$ cat config.mk
export PLATFORM = sky130hd
export DESIGN_NAME = tmr16_ctc
export DESIGN_NICKNAME = d
export VERILOG_FILES = /design/src/rtl/tmr16_pkg.sv /design/src/rtl/tmr16_regs.sv /design/src/rtl/tmr16_count.sv /design/src/rtl/tmr16_ocunit.sv /design/src/rtl/tmr16_ctc.sv
export SDC_FILE = /design/constraint.sdc
export NUM_CORES = 1
export LEC_CHECK = 0
export CORE_ASPECT_RATIO = 2
export CORE_MARGIN = 5
export CORE_UTILIZATION = 25
export CTS_BUF_LIST = sky130_fd_sc_hd__clkbuf_4 sky130_fd_sc_hd__clkbuf_8 sky130_fd_sc_hd__clkbuf_16
export DETAILED_ROUTE_END_ITERATION = 10
export GPL_ROUTABILITY_DRIVEN = 0
export GPL_TIMING_DRIVEN = 0
export PLACE_DENSITY_LB_ADDON = 0.15
export SLEW_MARGIN = 20
export SYNTH_ARGS = -nofsm -noshare
export SYNTH_HDL_FRONTEND = slang
export SYNTH_SLANG_ARGS = --single-unit
$ cat constraint.sdc
create_clock -name clk -period 2.7 [get_ports clk]
set_clock_uncertainty 0.05 [all_clocks]
set_input_delay 0.405 -clock clk [delete_from_list [all_inputs] [get_ports clk]]
set_output_delay 0.405 -clock clk [all_outputs]
set_load 0.03 [all_outputs]
$ cat src/rtl/tmr16_pkg.sv
package tmr16_pkg;
  localparam logic [3:0] MODE_FREE  = 4'd0;
  localparam logic [3:0] MODE_TOP_A = 4'd4;
  localparam logic [3:0] MODE_TOP_I = 4'd12;

  typedef enum logic [1:0] {
    OC_NONE   = 2'd0,
    OC_TOGGLE = 2'd1,
    OC_LOW    = 2'd2,
    OC_HIGH   = 2'd3
  } oc_act_e;

  localparam logic [1:0] ADR_CNT  = 2'd0;
  localparam logic [1:0] ADR_CMPA = 2'd1;
  localparam logic [1:0] ADR_CAPT = 2'd2;
  localparam logic [1:0] ADR_CTRL = 2'd3;
endpackage

$ cat src/rtl/tmr16_regs.sv
module tmr16_regs
  import tmr16_pkg::*;
#(
  parameter int W      = 16,
  parameter int AW     = 2,
  parameter int MODE_W = 4,
  parameter int FRC_B  = 8
) (
  input  logic              clk,
  input  logic              rst,
  input  logic              wr_en,
  input  logic [AW-1:0]     wr_addr,
  input  logic [W-1:0]      wr_data,
  input  logic [AW-1:0]     rd_addr,
  input  logic [W-1:0]      cnt,
  output logic [W-1:0]      rd_data,
  output logic [W-1:0]      cmpa,
  output logic [W-1:0]      capt,
  output logic [MODE_W-1:0] mode,
  output oc_act_e           com,
  output logic              cnt_wr,
  output logic              frc,
  output oc_act_e           frc_com
);
  localparam int COM_LO = MODE_W;

  logic ctrl_wr;
  assign ctrl_wr = wr_en && (wr_addr == AW'(ADR_CTRL));
  assign cnt_wr  = wr_en && (wr_addr == AW'(ADR_CNT));
  assign frc     = ctrl_wr && wr_data[FRC_B];
  assign frc_com = oc_act_e'(wr_data[COM_LO+1:COM_LO]);

  always_ff @(posedge clk) begin
    if (rst) begin
      cmpa <= '0;
      capt <= '0;
      mode <= '0;
      com  <= OC_NONE;
    end else if (wr_en) begin
      if (wr_addr == AW'(ADR_CMPA)) cmpa <= wr_data;
      if (wr_addr == AW'(ADR_CAPT)) capt <= wr_data;
      if (ctrl_wr) begin
        mode <= wr_data[MODE_W-1:0];
        com  <= oc_act_e'(wr_data[COM_LO+1:COM_LO]);
      end
    end
  end

  logic [W-1:0] rd_mux;
  always_comb begin
    rd_mux = '0;
    case (rd_addr)
      AW'(ADR_CNT):  rd_mux = cnt;
      AW'(ADR_CMPA): rd_mux = cmpa;
      AW'(ADR_CAPT): rd_mux = capt;
      default: begin
        rd_mux[MODE_W-1:0]       = mode;
        rd_mux[COM_LO+1:COM_LO]  = com;
      end
    endcase
  end

  always_ff @(posedge clk) begin
    if (rst) rd_data <= '0;
    else     rd_data <= rd_mux;
  end
endmodule

$ cat src/rtl/tmr16_count.sv
module tmr16_count
  import tmr16_pkg::*;
#(
  parameter int W      = 16,
  parameter int MODE_W = 4
) (
  input  logic              clk,
  input  logic              rst,
  input  logic              tick,
  input  logic [MODE_W-1:0] mode,
  input  logic [W-1:0]      cmpa,
  input  logic [W-1:0]      capt,
  input  logic              cnt_wr,
  input  logic [W-1:0]      cnt_wdata,
  input  logic              ack_ovf,
  input  logic              ack_cmp,
  output logic [W-1:0]      cnt,
  output logic              match,
  output logic              ovf_flag,
  output logic              cmp_flag
);
  localparam logic [W-1:0] MAXV = '1;

  logic         clr_mode;
  logic [W-1:0] top;
  logic         step;
  logic         wrap;

  always_comb begin
    clr_mode = 1'b1;
    top      = MAXV;
    case (mode)
      MODE_W'(MODE_TOP_A): top = cmpa;
      MODE_W'(MODE_TOP_I): top = capt;
      default:             clr_mode = 1'b0;
    endcase
  end

  assign step  = tick && !cnt_wr;
  assign match = step && (cnt == cmpa);
  assign wrap  = step && (cnt == MAXV);

  always_ff @(posedge clk) begin
    if (rst) begin
      cnt      <= '0;
      ovf_flag <= 1'b0;
      cmp_flag <= 1'b0;
    end else begin
      if (cnt_wr)                        cnt <= cnt_wdata;
      else if (step && clr_mode && cnt == top) cnt <= '0;
      else if (step)                     cnt <= cnt + 1'b1;

      if (wrap)         ovf_flag <= 1'b1;
      else if (ack_ovf) ovf_flag <= 1'b0;

      if (match)        cmp_flag <= 1'b1;
      else if (ack_cmp) cmp_flag <= 1'b0;
    end
  end

  // flag is sticky until acknowledged
  a_r4_ovf_sticky: assert property (@(posedge clk) disable iff (rst)
    (ovf_flag && !ack_ovf) |=> ovf_flag);
  // flag rises only together with the counter reaching zero
  a_r3_ovf_at_zero: assert property (@(posedge clk) disable iff (rst)
    $rose(ovf_flag) |-> (cnt == '0));
  // counter holds without the enable or a write
  a_r11_hold: assert property (@(posedge clk) disable iff (rst)
    (!tick && !cnt_wr) |=> $stable(cnt));
  // mode 4 restarts at compare A
  a_r5_top_a: assert property (@(posedge clk) disable iff (rst)
    (step && mode == MODE_W'(MODE_TOP_A) && cnt == cmpa) |=> (cnt == '0));
  // compare flag sticky until acknowledged
  a_r6_cmp_sticky: assert property (@(posedge clk) disable iff (rst)
    (cmp_flag && !ack_cmp) |=> cmp_flag);
endmodule

$ cat src/rtl/tmr16_ocunit.sv
module tmr16_ocunit
  import tmr16_pkg::*;
(
  input  logic    clk,
  input  logic    rst,
  input  logic    match,
  input  oc_act_e com,
  input  logic    frc,
  input  oc_act_e frc_com,
  output logic    oc_pin
);
  logic    fire;
  oc_act_e act;

  assign fire = frc || match;
  assign act  = frc ? frc_com : com;

  always_ff @(posedge clk) begin
    if (rst) oc_pin <= 1'b0;
    else if (fire) begin
      case (act)
        OC_TOGGLE: oc_pin <= ~oc_pin;
        OC_LOW:    oc_pin <= 1'b0;
        OC_HIGH:   oc_pin <= 1'b1;
        default:   oc_pin <= oc_pin;
      endcase
    end
  end

  // without a match or force the pin never moves
  a_r9_pin_quiet: assert property (@(posedge clk) disable iff (rst)
    (!match && !frc) |=> $stable(oc_pin));
  // a forced high drives the pin high
  a_r10_force_high: assert property (@(posedge clk) disable iff (rst)
    (frc && frc_com == OC_HIGH) |=> oc_pin);
endmodule

$ cat src/rtl/tmr16_ctc.sv
module tmr16_ctc
  import tmr16_pkg::*;
#(
  parameter int W      = 16,
  parameter int AW     = 2,
  parameter int MODE_W = 4,
  parameter int FRC_B  = 8
) (
  input  logic          clk,
  input  logic          rst,
  input  logic          tick,
  input  logic          wr_en,
  input  logic [AW-1:0] wr_addr,
  input  logic [W-1:0]  wr_data,
  input  logic [AW-1:0] rd_addr,
  output logic [W-1:0]  rd_data,
  input  logic          ack_ovf,
  input  logic          ack_cmp,
  output logic          ovf_flag,
  output logic          cmp_flag,
  output logic          oc_pin
);
  logic [W-1:0]      cnt, cmpa, capt;
  logic [MODE_W-1:0] mode;
  oc_act_e           com, frc_com;
  logic              cnt_wr, frc, match;

  tmr16_regs #(.W(W), .AW(AW), .MODE_W(MODE_W), .FRC_B(FRC_B)) u_regs (
    .clk(clk), .rst(rst), .wr_en(wr_en), .wr_addr(wr_addr), .wr_data(wr_data),
    .rd_addr(rd_addr), .cnt(cnt), .rd_data(rd_data), .cmpa(cmpa), .capt(capt),
    .mode(mode), .com(com), .cnt_wr(cnt_wr), .frc(frc), .frc_com(frc_com)
  );

  tmr16_count #(.W(W), .MODE_W(MODE_W)) u_count (
    .clk(clk), .rst(rst), .tick(tick), .mode(mode), .cmpa(cmpa), .capt(capt),
    .cnt_wr(cnt_wr), .cnt_wdata(wr_data), .ack_ovf(ack_ovf), .ack_cmp(ack_cmp),
    .cnt(cnt), .match(match), .ovf_flag(ovf_flag), .cmp_flag(cmp_flag)
  );

  tmr16_ocunit u_oc (
    .clk(clk), .rst(rst), .match(match), .com(com), .frc(frc),
    .frc_com(frc_com), .oc_pin(oc_pin)
  );

  // a forced compare leaves the compare flag alone
  a_r10_no_flag: assert property (@(posedge clk) disable iff (rst)
    (frc && !tick && !cmp_flag) |=> !cmp_flag);
endmodule

==> flow_summary.toml <==
[detailed_routing]
dr.pass1.iters = 4
wl_um = 15400
drc = 0
ant_nets = 0
dr_total_vias = 3858
wire_per_inst_um = 20.0
routed_via_density = 5.01
drtIter0Drc = 227

[power_and_ir_drop]
p_per_area_nw_per_um2 = 584
total_power_mw = 3.03
peakVddDrop_v = 0.000310
p_leak_nw = 1.71

[clock_network]
clk_latency_ns = 0.35
cts-buffers-inserted = 9
clockRootBuffer = "clkbuf_16"
numClockSinks = 73
clkTransAtPathRegs_ns = 0.07
cts_tree = "done"
hold_buffers = 0
htreeDepth = 3
cts_buffer_depth = 2

[cells_and_area]
final_cell_mix = "79 x nand2_1, 73 x dfxtp_1, 68 x a21oi_1"
n_antenna_cell = 0
layout.cells.non_filler = 770
fin_nets = 588
syn_to_final_growth_pct = 25.9
fillers = 1716
final_common_cell = "nand2_1"
drive_above_1_share_pct = 9.01

[global_routing]
grt_pass1_vias = 3844
track_usage_pct = 16.6
grt_max_degree = 13
grt_pass1_wl_um = 23600
antenna_found_initial = 0
overflow = 0

[setup_path]
cp-end-kind = "register"
path_class = "register to register"
cp.required_ns = 2.85
cp.arrival_ns = 2.69
critical_path.max_fanout = 10
cp-start-kind = "register"

[logic_synthesis]
synth_edf_count = 0
synth_ff_type = "dfxtp_1"
syn_inst = 505
synthArstFlopShare_pct = 0
yosysSeqAreaShare_pct = 35.5
synth.ff_latch_count = 73
synth.distinct_cells = 47
yosysWarnings = 0
netlist_area_um2 = 4110
syn-num-nets = 532
syn_area_per_cell_um2 = 8.15

[job]
cap_violations = 0

[timing]
max-slew-margin-rel_pct = 47.1
setup_violations = 0
hold_violations = 0
layout_min_cycle_time_ns = 2.54
max_freq_mhz = 394
rsz0062_at_grt = "no"
tightest_slew_ns = 0.794
slew_viol_final = 0
fin_crit_sh_pct = 94.1

[floorplanning]
die_area_um2 = 19300
core_area_um2 = 16300
die_y_um = 191
rows = 66
io_pins = 45
die_w_um = 101
initial_core_util_pct = 25.3

[min_path]
hp-class = "register to register"

[placed_design]
portBuffers = 41
dp_hpwl_um = 11500
dp_cells = 750

[run_status]
status = "completed"
==> power breakdown <==
| group | total [mW] | internal (mW) | switching, mW |
|---|---|---|---|
| registers | 1.15 | 1.12 | 0.0265 |
| logic | 0.436 | 0.171 | 0.266 |
| clock network | 1.45 | 0.938 | 0.509 |
==> flip-flops by register name, indices dropped and copies added, names as in the netlist <==
register	cells
u_regs.cmpa	16
u_regs.rd_data	16
u_count.cmp_flag	1
u_count.cnt	16
u_regs.capt	16
u_count.ovf_flag	1
u_regs.com	2
u_regs.mode	4
u_oc.oc_pin	1
==> through the flow <==
step | util, % | setup slack, ns | hold slack (ns) | setup TNS (ns) | area, um^2
3_5_place_dp | 29.4 | -0.411 | 0.417 | -5.46 | 4780
4_1_cts | 31.7 | 0.125 | 0.425 | 0 | 5160
5_1_grt | 31.8 | 0.00661 | 0.444 | 0 | 5180
2_1_floorplan | - | 0.490 | 0.393 | 0 | 4110
3_3_place_gp | 29.4 | -0.400 | 0.409 | -5.52 | 4780
6_report | 31.8 | 0.159 | 0.424 | 0 | 5180
==> critical path, stage by stage (launching register included) <==
cell and delay, ns:
dfxtp_1 0.37, buf_6 0.20, mux2i_1 0.31, nand3b_1 0.11, o32a_1 0.34, a32o_1 0.25, nor4_4 0.26, buf_4 0.21
buf_6 0.17, o32ai_1 0.10
==> cell families after synthesis <==
group                    share of synthesized area [%]
buffers and inverters                             5.26
adder cells (fa/ha/maj)                          0.304
AND/OR/NAND/NOR                                   25.0
multiplexers                                      12.4
AO/OA/AOI/OAI                                     15.6
flip-flops                                        35.5
XOR/XNOR                                          5.96
==> what timing repair did <==
item	in CTS	in global routing
buffers inserted	3	2
cloned	0	0
pin swaps	1	0
resized for setup	1	2
setup endpoints to repair	16	14
==> synthesized netlist by cell type (4+ instances only) <==
cell type,n,area [um^2]
nor2_1,38,143
nand4_1,10,62.6
nand2_1,79,297
a21oi_1,68,340
mux2i_1,26,260
clkbuf_1,40,150
o21ai_0,6,30.0
or2_2,4,25.0
xnor2_1,23,201
nand2b_1,6,37.5
inv_1,6,22.5
nor2b_1,15,93.8
dfxtp_1,73,1460
and3_1,4,25.0
o32ai_1,15,131
nor3b_1,19,143
mux2_2,9,101
mux4_2,6,135
nand3_1,12,60.1
xor2_1,5,43.8
==> cell type report <==
class	instances	area (um^2)	area share (%)
buffer	46	190	3.67
clock buffer	11	246	4.76
clock inverter	5	103	1.98
inverter	6	22.5	0.435
multi-input combinational	379	2450	47.4
sequential	73	1460	28.2
tap	204	255	4.93
timing repair buffer	46	448	8.65
==> final timing paths <==
| path | to | start | depth (start not counted) | slack (ns) |
|---|---|---|---|---|
| worst max-delay path | u_count.cnt[11]$_SDFFE_PP0P_ | u_regs.mode[3]$_SDFFE_PP0P_ | 9 | 0.16 |
| worst min register to register | u_regs.capt[1]$_SDFFE_PP0P_ | u_regs.capt[1]$_SDFFE_PP0P_ | 2 | 0.42 |
| worst max register to register | u_count.cnt[11]$_SDFFE_PP0P_ | u_regs.mode[3]$_SDFFE_PP0P_ | 9 | 0.16 |
| worst min-delay path | u_regs.capt[1]$_SDFFE_PP0P_ | u_regs.capt[1]$_SDFFE_PP0P_ | 2 | 0.42 |
==> per-layer routing <==
layer  part of all wire [%]  track usage (%)  vias up  wire length (um)
li1                       -                -     1882                 -
met1                     37             17.8     1838              5770
met2                     53             29.6      105              8170
met3                    3.2             2.37       33               498
met4                    6.3             10.8        0               978
met5                      0                0        -                 0
Power figures use the tool's default switching activity.
